## src/rtl/trap_pkg.sv

```systemverilog
// Package: shared tag type, cause encodings and widths for the trap controller.
// Assumes a 32-bit PC and 4-bit cause codes.
package trap_pkg;
    localparam int PC_W    = 32;
    localparam int CAUSE_W = 4;

    localparam logic [CAUSE_W-1:0] CAUSE_FETCH   = 4'd0;
    localparam logic [CAUSE_W-1:0] CAUSE_ILLEGAL = 4'd1;
    localparam logic [CAUSE_W-1:0] CAUSE_DIVZERO = 4'd2;
    localparam logic [CAUSE_W-1:0] CAUSE_DADDR   = 4'd3;
    localparam logic [CAUSE_W-1:0] CAUSE_IRQ     = 4'd8;

    // One instruction slot as it moves through the pipe.
    typedef struct packed {
        logic               valid;
        logic [PC_W-1:0]    pc;
        logic               exc;
        logic [CAUSE_W-1:0] code;
    } slot_tag_t;

    // Cause raised by the stage that follows fetch at position s (0 = decode).
    function automatic logic [CAUSE_W-1:0] stage_cause(input int s);
        case (s)
            0:       return CAUSE_ILLEGAL;
            1:       return CAUSE_DIVZERO;
            default: return CAUSE_DADDR;
        endcase
    endfunction
endpackage

```

## src/rtl/trap_tag_pipe.sv

```systemverilog
// Module: carries PC and exception tag of each in-flight instruction from
// decode to memory. A stage only sets a tag if none is present, so the
// earliest-stage cause of an instruction survives.
// Assumes the pipe advances every cycle; flush turns every slot into a bubble.
module trap_tag_pipe
    import trap_pkg::*;
#(
    parameter int NSTG = 3
) (
    input  logic            clk,
    input  logic            rst_n,
    input  logic            flush,
    input  slot_tag_t       fetch_tag,
    input  logic [NSTG-1:0] det,
    output slot_tag_t       mem_tag
);
    for (genvar s = 0; s < NSTG; s++) begin : gen_stg
        slot_tag_t q;
        slot_tag_t m;
        slot_tag_t d;

        // Select the slot entering this stage.
        if (s == 0) begin : g_first
            assign d = fetch_tag;
        end else begin : g_next
            assign d = gen_stg[s-1].m;
        end

        // Merge this stage's detection into the tag, earliest cause kept.
        always_comb begin
            m = q;
            if (q.valid && det[s] && !q.exc) begin
                m.exc  = 1'b1;
                m.code = stage_cause(s);
            end
        end

        // Stage register: cleared by reset or flush, else loads next slot.
        always_ff @(posedge clk) begin
            if (!rst_n || flush) q <= '0;
            else                 q <= d;
        end
    end

    assign mem_tag = gen_stg[NSTG-1].m;

    for (genvar s = 0; s < NSTG - 1; s++) begin : gen_chk
        assert_tag_travels_R4: assert property (@(posedge clk) disable iff (!rst_n)
            (gen_stg[s].q.valid && gen_stg[s].q.exc && !flush)
            |=> (gen_stg[s+1].q.exc && gen_stg[s+1].q.code == $past(gen_stg[s].q.code)));
    end

    assert_flush_empties_R2: assert property (@(posedge clk) disable iff (!rst_n)
        flush |=> !gen_stg[NSTG-1].q.valid);
endmodule

```

## src/rtl/trap_vec_table.sv

```systemverilog
// Module: handler address table indexed by cause, written through a
// configuration port and read combinationally. Entries reset to zero.
module trap_vec_table #(
    parameter int DEPTH = 16,
    parameter int W     = 32,
    localparam int IDX_W = $clog2(DEPTH)
) (
    input  logic             clk,
    input  logic             rst_n,
    input  logic             wr_en,
    input  logic [IDX_W-1:0] wr_idx,
    input  logic [W-1:0]     wr_data,
    input  logic [IDX_W-1:0] rd_idx,
    output logic [W-1:0]     rd_data
);
    logic [W-1:0] entry_q [DEPTH];

    for (genvar k = 0; k < DEPTH; k++) begin : gen_ent
        // Entry k: cleared by reset, loaded on a matching write.
        always_ff @(posedge clk) begin
            if (!rst_n)                                  entry_q[k] <= '0;
            else if (wr_en && wr_idx == IDX_W'(k))       entry_q[k] <= wr_data;
        end
    end

    assign rd_data = entry_q[rd_idx];
endmodule

```

## src/rtl/trap_csr.sv

```systemverilog
// Module: cause, saved PC and interrupt-enable state. Trap entry has
// priority over trap return, which has priority over a configuration write.
module trap_csr
    import trap_pkg::*;
(
    input  logic               clk,
    input  logic               rst_n,
    input  logic               trap_take,
    input  logic [CAUSE_W-1:0] trap_cause,
    input  logic [PC_W-1:0]    trap_epc,
    input  logic               ret_take,
    input  logic               ie_we,
    input  logic               ie_val,
    output logic [CAUSE_W-1:0] cause_q,
    output logic [PC_W-1:0]    epc_q,
    output logic               ie_q
);
    logic prev_ie_q;

    // Cause and EPC capture on trap entry.
    always_ff @(posedge clk) begin
        if (!rst_n) begin
            cause_q <= '0;
            epc_q   <= '0;
        end else if (trap_take) begin
            cause_q <= trap_cause;
            epc_q   <= trap_epc;
        end
    end

    // Enable: saved and cleared on entry, restored on return, else writable.
    always_ff @(posedge clk) begin
        if (!rst_n) begin
            ie_q      <= 1'b0;
            prev_ie_q <= 1'b0;
        end else if (trap_take) begin
            prev_ie_q <= ie_q;
            ie_q      <= 1'b0;
        end else if (ret_take) begin
            ie_q      <= prev_ie_q;
        end else if (ie_we) begin
            ie_q      <= ie_val;
        end
    end

    assert_entry_clears_ie_R9: assert property (@(posedge clk) disable iff (!rst_n)
        trap_take |=> !ie_q);
    assert_return_keeps_epc_R9: assert property (@(posedge clk) disable iff (!rst_n)
        (ret_take && !trap_take) |=> $stable(epc_q));
endmodule

```

## src/rtl/trap_ctrl.sv

```systemverilog
// Module: top of the precise trap controller. Fetch-stage faults enter as a
// tag; decode, execute and memory detections are merged in the tag pipe.
// The memory stage is the only commit point: a tagged slot there traps; a
// clean slot either commits or, with the enable set, takes an interrupt.
// Assumes the datapath advances one slot per cycle and honours the flush
// and kill outputs in the same cycle they are raised.
module trap_ctrl
    import trap_pkg::*;
#(
    parameter int VEC_DEPTH = 16,
    localparam int VIDX_W   = $clog2(VEC_DEPTH)
) (
    input  logic               clk,
    input  logic               rst_n,
    input  logic               if_valid,
    input  logic [PC_W-1:0]    if_pc,
    input  logic               if_fault,
    input  logic               id_illegal,
    input  logic               ex_divzero,
    input  logic               mem_badaddr,
    input  logic               irq_req,
    input  logic               ret_req,
    input  logic               cfg_vec_we,
    input  logic [VIDX_W-1:0]  cfg_vec_idx,
    input  logic [PC_W-1:0]    cfg_vec_data,
    input  logic               cfg_ie_we,
    input  logic               cfg_ie_val,
    output logic               commit_valid,
    output logic               trap_taken,
    output logic               kill_mem,
    output logic               flush_younger,
    output logic               redirect_valid,
    output logic [PC_W-1:0]    redirect_pc,
    output logic [CAUSE_W-1:0] cause_q,
    output logic [PC_W-1:0]    epc_q,
    output logic               ie_q
);
    localparam int NSTG = 3;

    slot_tag_t          fetch_tag;
    slot_tag_t          mem_tag;
    logic               sync_trap;
    logic               irq_trap;
    logic               ret_take;
    logic [CAUSE_W-1:0] trap_cause;
    logic [PC_W-1:0]    vec_addr;

    // Build the tag of the slot leaving fetch.
    always_comb begin
        fetch_tag.valid = if_valid;
        fetch_tag.pc    = if_pc;
        fetch_tag.exc   = if_valid && if_fault;
        fetch_tag.code  = CAUSE_FETCH;
    end

    trap_tag_pipe #(.NSTG(NSTG)) u_pipe (
        .clk       (clk),
        .rst_n     (rst_n),
        .flush     (flush_younger),
        .fetch_tag (fetch_tag),
        .det       ({mem_badaddr, ex_divzero, id_illegal}),
        .mem_tag   (mem_tag)
    );

    // Commit decision at the memory stage.
    always_comb begin
        sync_trap    = mem_tag.valid && mem_tag.exc;
        irq_trap     = mem_tag.valid && !mem_tag.exc && irq_req && ie_q;
        trap_taken   = sync_trap || irq_trap;
        trap_cause   = sync_trap ? mem_tag.code : CAUSE_IRQ;
        ret_take     = ret_req && !trap_taken;
        commit_valid = mem_tag.valid && !trap_taken;
        kill_mem     = trap_taken;
    end

    trap_vec_table #(.DEPTH(VEC_DEPTH), .W(PC_W)) u_vec (
        .clk     (clk),
        .rst_n   (rst_n),
        .wr_en   (cfg_vec_we),
        .wr_idx  (cfg_vec_idx),
        .wr_data (cfg_vec_data),
        .rd_idx  (trap_cause[VIDX_W-1:0]),
        .rd_data (vec_addr)
    );

    trap_csr u_csr (
        .clk        (clk),
        .rst_n      (rst_n),
        .trap_take  (trap_taken),
        .trap_cause (trap_cause),
        .trap_epc   (mem_tag.pc),
        .ret_take   (ret_take),
        .ie_we      (cfg_ie_we),
        .ie_val     (cfg_ie_val),
        .cause_q    (cause_q),
        .epc_q      (epc_q),
        .ie_q       (ie_q)
    );

    // Fetch steering: handler on a trap, saved PC on a return.
    always_comb begin
        flush_younger  = trap_taken || ret_take;
        redirect_valid = flush_younger;
        redirect_pc    = trap_taken ? vec_addr : epc_q;
    end

    assert_no_commit_after_trap_R2: assert property (@(posedge clk) disable iff (!rst_n)
        trap_taken |=> !commit_valid);
    assert_epc_is_slot_pc_R6: assert property (@(posedge clk) disable iff (!rst_n)
        trap_taken |=> epc_q == $past(mem_tag.pc));
    assert_cause_recorded_R3: assert property (@(posedge clk) disable iff (!rst_n)
        trap_taken |=> cause_q == $past(trap_cause));
    assert_irq_gated_R8: assert property (@(posedge clk) disable iff (!rst_n)
        (trap_taken && cause_q != CAUSE_IRQ && !mem_tag.exc) |-> ie_q);
endmodule

```

## config.mk

```make
export PLATFORM = sky130hd
export DESIGN_NAME = trap_ctrl
export DESIGN_NICKNAME = d
export VERILOG_FILES = /design/src/rtl/trap_pkg.sv /design/src/rtl/trap_tag_pipe.sv /design/src/rtl/trap_vec_table.sv /design/src/rtl/trap_csr.sv /design/src/rtl/trap_ctrl.sv
export SDC_FILE = /design/constraint.sdc
export NUM_CORES = 1
export LEC_CHECK = 0
export ABC_AREA = 1
export BUFFER_PORTS_ARGS = -buffer_cell sky130_fd_sc_hd__buf_2
export CAP_MARGIN = 30
export CORE_AREA = 4 4 158 160
export CTS_CLUSTER_DIAMETER = 200
export DETAILED_ROUTE_END_ITERATION = 8
export DIE_AREA = 0 0 162 164
export PLACE_DENSITY = 0.74
export SKIP_LAST_GASP = 1
export SLEW_MARGIN = 20
export SYNTH_ARGS = -nofsm -noshare
export SYNTH_HDL_FRONTEND = slang
export SYNTH_SLANG_ARGS = --single-unit
```

## constraint.sdc

```tcl
create_clock -name clk -period 4.2 [get_ports clk]
set_input_delay 0.21 -clock clk [delete_from_list [all_inputs] [get_ports clk]]
set_output_delay 0.21 -clock clk [all_outputs]
set_load 0.005 [all_outputs]
```

==> flow_summary.json <==
{
  "holdCritPathClass": "input pin to flip-flop",
  "area_delta_synth_final_pct": 20.99,
  "peakVddDrop_v": 0.0003217,
  "pwr-share-seq_pct": 51.7,
  "grt_pass1_vias": 8875,
  "die_h_um": 164,
  "dr.pass1.iters": 5,
  "numCtsBuffers": 29,
  "nets": 1561,
  "ys.warnings.count": 0,
  "setup_viol_count_final": 0,
  "final-max-slew-violation-count": 0,
  "syn_area_um2": 11860,
  "worstPathArrival_ps": 2970,
  "p_per_area_nw_per_um2": 437.7,
  "switching_share_pct": 20.64,
  "post_drt_wl_per_cell_um": 15.86,
  "track_usage_pct": 21.45,
  "maxSlewHeadroom_pct": 41.19,
  "rows": 56,
  "fin_crit_ps": 3179,
  "worstPathRequired_ps": 3990,
  "avgSynthCellArea_um2": 9.022,
  "timing.setup.tns_ps": 0,
  "cts_tree": "done",
  "start_util_pct": 50.66,
  "worst_setup_path_end_kind": "output pin",
  "seq_area_frac_synth_pct": 64.51,
  "final_common_cell": "nor2_1",
  "core-area_um2": 23400,
  "gp_congestion": 0.7925,
  "drc": 0,
  "antenna_found_initial": 3,
  "grt_max_degree": 64,
  "port_buffers": 152,
  "clock_skew_ps": 11.97,
  "fill_cells": 2004,
  "synthCells": 1314,
  "fmax_mhz": 314.6,
  "cap_violations": 0,
  "combPwrFrac_pct": 4.0,
  "dpl.hpwl_um": 17950,
  "intPower_mw": 4.982,
  "hold_viol_final": 0,
  "insertion_delay_ps": 560,
  "ys_types": 25,
  "p_leak_nw": 6.221,
  "routed_wl_um": 28940,
  "die_area_um2": 26570,
  "grt_overflow": 0,
  "clockBufferDepth": 3,
  "layout_common_cells": "295 x nor2_1, 207 x nand2_1, 204 x inv_1",
  "ctsRootBufferMaster": "clkbuf_16",
  "antenna_left": 0,
  "ioPinCount": 154,
  "switchingPower_mw": 1.296,
  "cts-htree-levels": 1,
  "pwr-share-clk_pct": 44.3,
  "via_per_inst": 4.945,
  "die_x_um": 162,
  "worst_slew_pin_slew_ps": 881.1,
  "cts_setup_buffers": 0,
  "crit_fanout": 44,
  "drt-initial-drc-count": 663,
  "crit_path_start_kind": "flip-flop",
  "layout_setup_ws_ps": 1021,
  "critPathKind": "flip-flop to output pin",
  "grt_pass1_wl_um": 44680,
  "ctsResizeCount": 0,
  "via_count": 9020,
  "post-route-period-util_pct": 75.68,
  "cts_sinks": 302,
  "rsz0062_at_grt": "no",
  "clk_pin_slew_ps": 60,
  "synth.net_count": 1394,
  "place_ws_ps": 1606,
  "synth-seq-cells": 302,
  "outcome": "complete, no violations",
  "drive_gt1_share_pct": 17.62
}
## power by group through the flow
stage	logic (mW)	registers, mW	clock network [mW]
floorplan	0.127	3.31	0
global placement	0.214	3.31	0
detailed placement	0.218	3.31	0
CTS	0.248	3.25	2.83
global route	0.283	3.25	2.95
finish	0.253	3.25	2.78
## state kept, by name, indices dropped and copies added, names as in the netlist
| name | cells |
|---|---|
| u_pipe.gen_stg.q | 6 |
| u_pipe.gen_stg.m | 66 |
| u_csr.cause_q | 3 |
| u_csr.prev_ie_q | 1 |
| u_vec.entry_q | 160 |
| u_csr.epc_q | 32 |
| u_csr.ie_q | 1 |
| u_pipe.mem_tag | 33 |
## cell families after synthesis
| family | after synthesis | share of synthesized area [%] |
|---|---|---|
| compound gates | 99 | 4.232 |
| flops | 302 | 64.51 |
| other cells | 1 | 0.03163 |
| simple gates | 635 | 22.06 |
| buf+inv | 277 | 9.171 |
## area by class of cell
class / count / area, um2 / area share (%)
antenna: 1 / 2.502 / 0.01745
clock buffer: 35 / 799.5 / 5.574
clock inverter: 19 / 239.0 / 1.666
inverter: 206 / 773.2 / 5.391
multi-input combinational: 735 / 3166 / 22.07
sequential: 302 / 7647 / 53.31
tap: 319 / 399.1 / 2.783
timing repair buffer: 207 / 1318 / 9.185
## Yosys cell counts, drive strengths merged
cell type	instances	area (um2)
nand4	2	12.51
nor2	296	1114
buf	28	152.7
o21ai	60	304.0
dfxtp	142	2843
nand3	88	450.4
a21oi	38	190.2
nor3	3	20.02
clkbuf	43	161.4
a211oi	1	7.510
or2	30	187.7
edfxtp	160	4805
clkinv	1	3.750
nand3b	4	30.03
inv	205	769.5
nand2	212	800.8
conb	1	3.750
## layer usage
metal | share of wire (%) | vias up | track usage [%]
met1 | 39 | 4217 | 25.53
li1 | - | 4408 | -
met4 | 5.4 | 4 | 11.07
met2 | 50 | 319 | 38.15
met3 | 6.2 | 72 | 2.836
met5 | 0.093 | - | 0
## path summary, 6_finish.rpt
path	start	end	slack [ps]	cells after the start
setup / recovery	u_pipe.mem_tag[37]$_SDFF_PP0_	redirect_pc[10]	1020	9
hold / removal	cfg_vec_data[31]	u_vec.entry_q[2][31]$_SDFFCE_PN0P_	20	3
setup reg to reg	u_pipe.gen_stg[2].q[4]$_SDFF_PP0_	u_pipe.mem_tag[25]$_SDFF_PP0_	1670	7
hold reg to reg	u_pipe.gen_stg[1].m[24]$_SDFF_PP0_	u_pipe.mem_tag[24]$_SDFF_PP0_	410	2
## repair_timing
action	CTS	global route
endpoints found under the hold margin	41	0
endpoints found under the setup margin	0	0
hold buffers	38	0
## stage by stage
step                std cells  hold slack (ps)  util, %  power, mW  area, um2
CTS                      1820            5.757    61.06      6.321      14290
detailed placement       1728            397.4    55.00      3.529      12870
floorplan                1314            297.9        -      3.434      11860
global placement         1727            394.9    54.88      3.520      12840
global route             1824            10.91    61.29      6.491      14340
finish                   1824            20.15    61.29      6.278      14340
## worst max-delay path: stages, from the launching register on
cell and delay, ps:
dfxtp_1 450, inv_1 80, nor2_2 100, buf_4 450
nand2_2 620, nand2_1 230, nand3_1 90, nand3_1 160
nand2_1 70, buf_2 120
No activity file was read; power rests on OpenSTA's default activity.
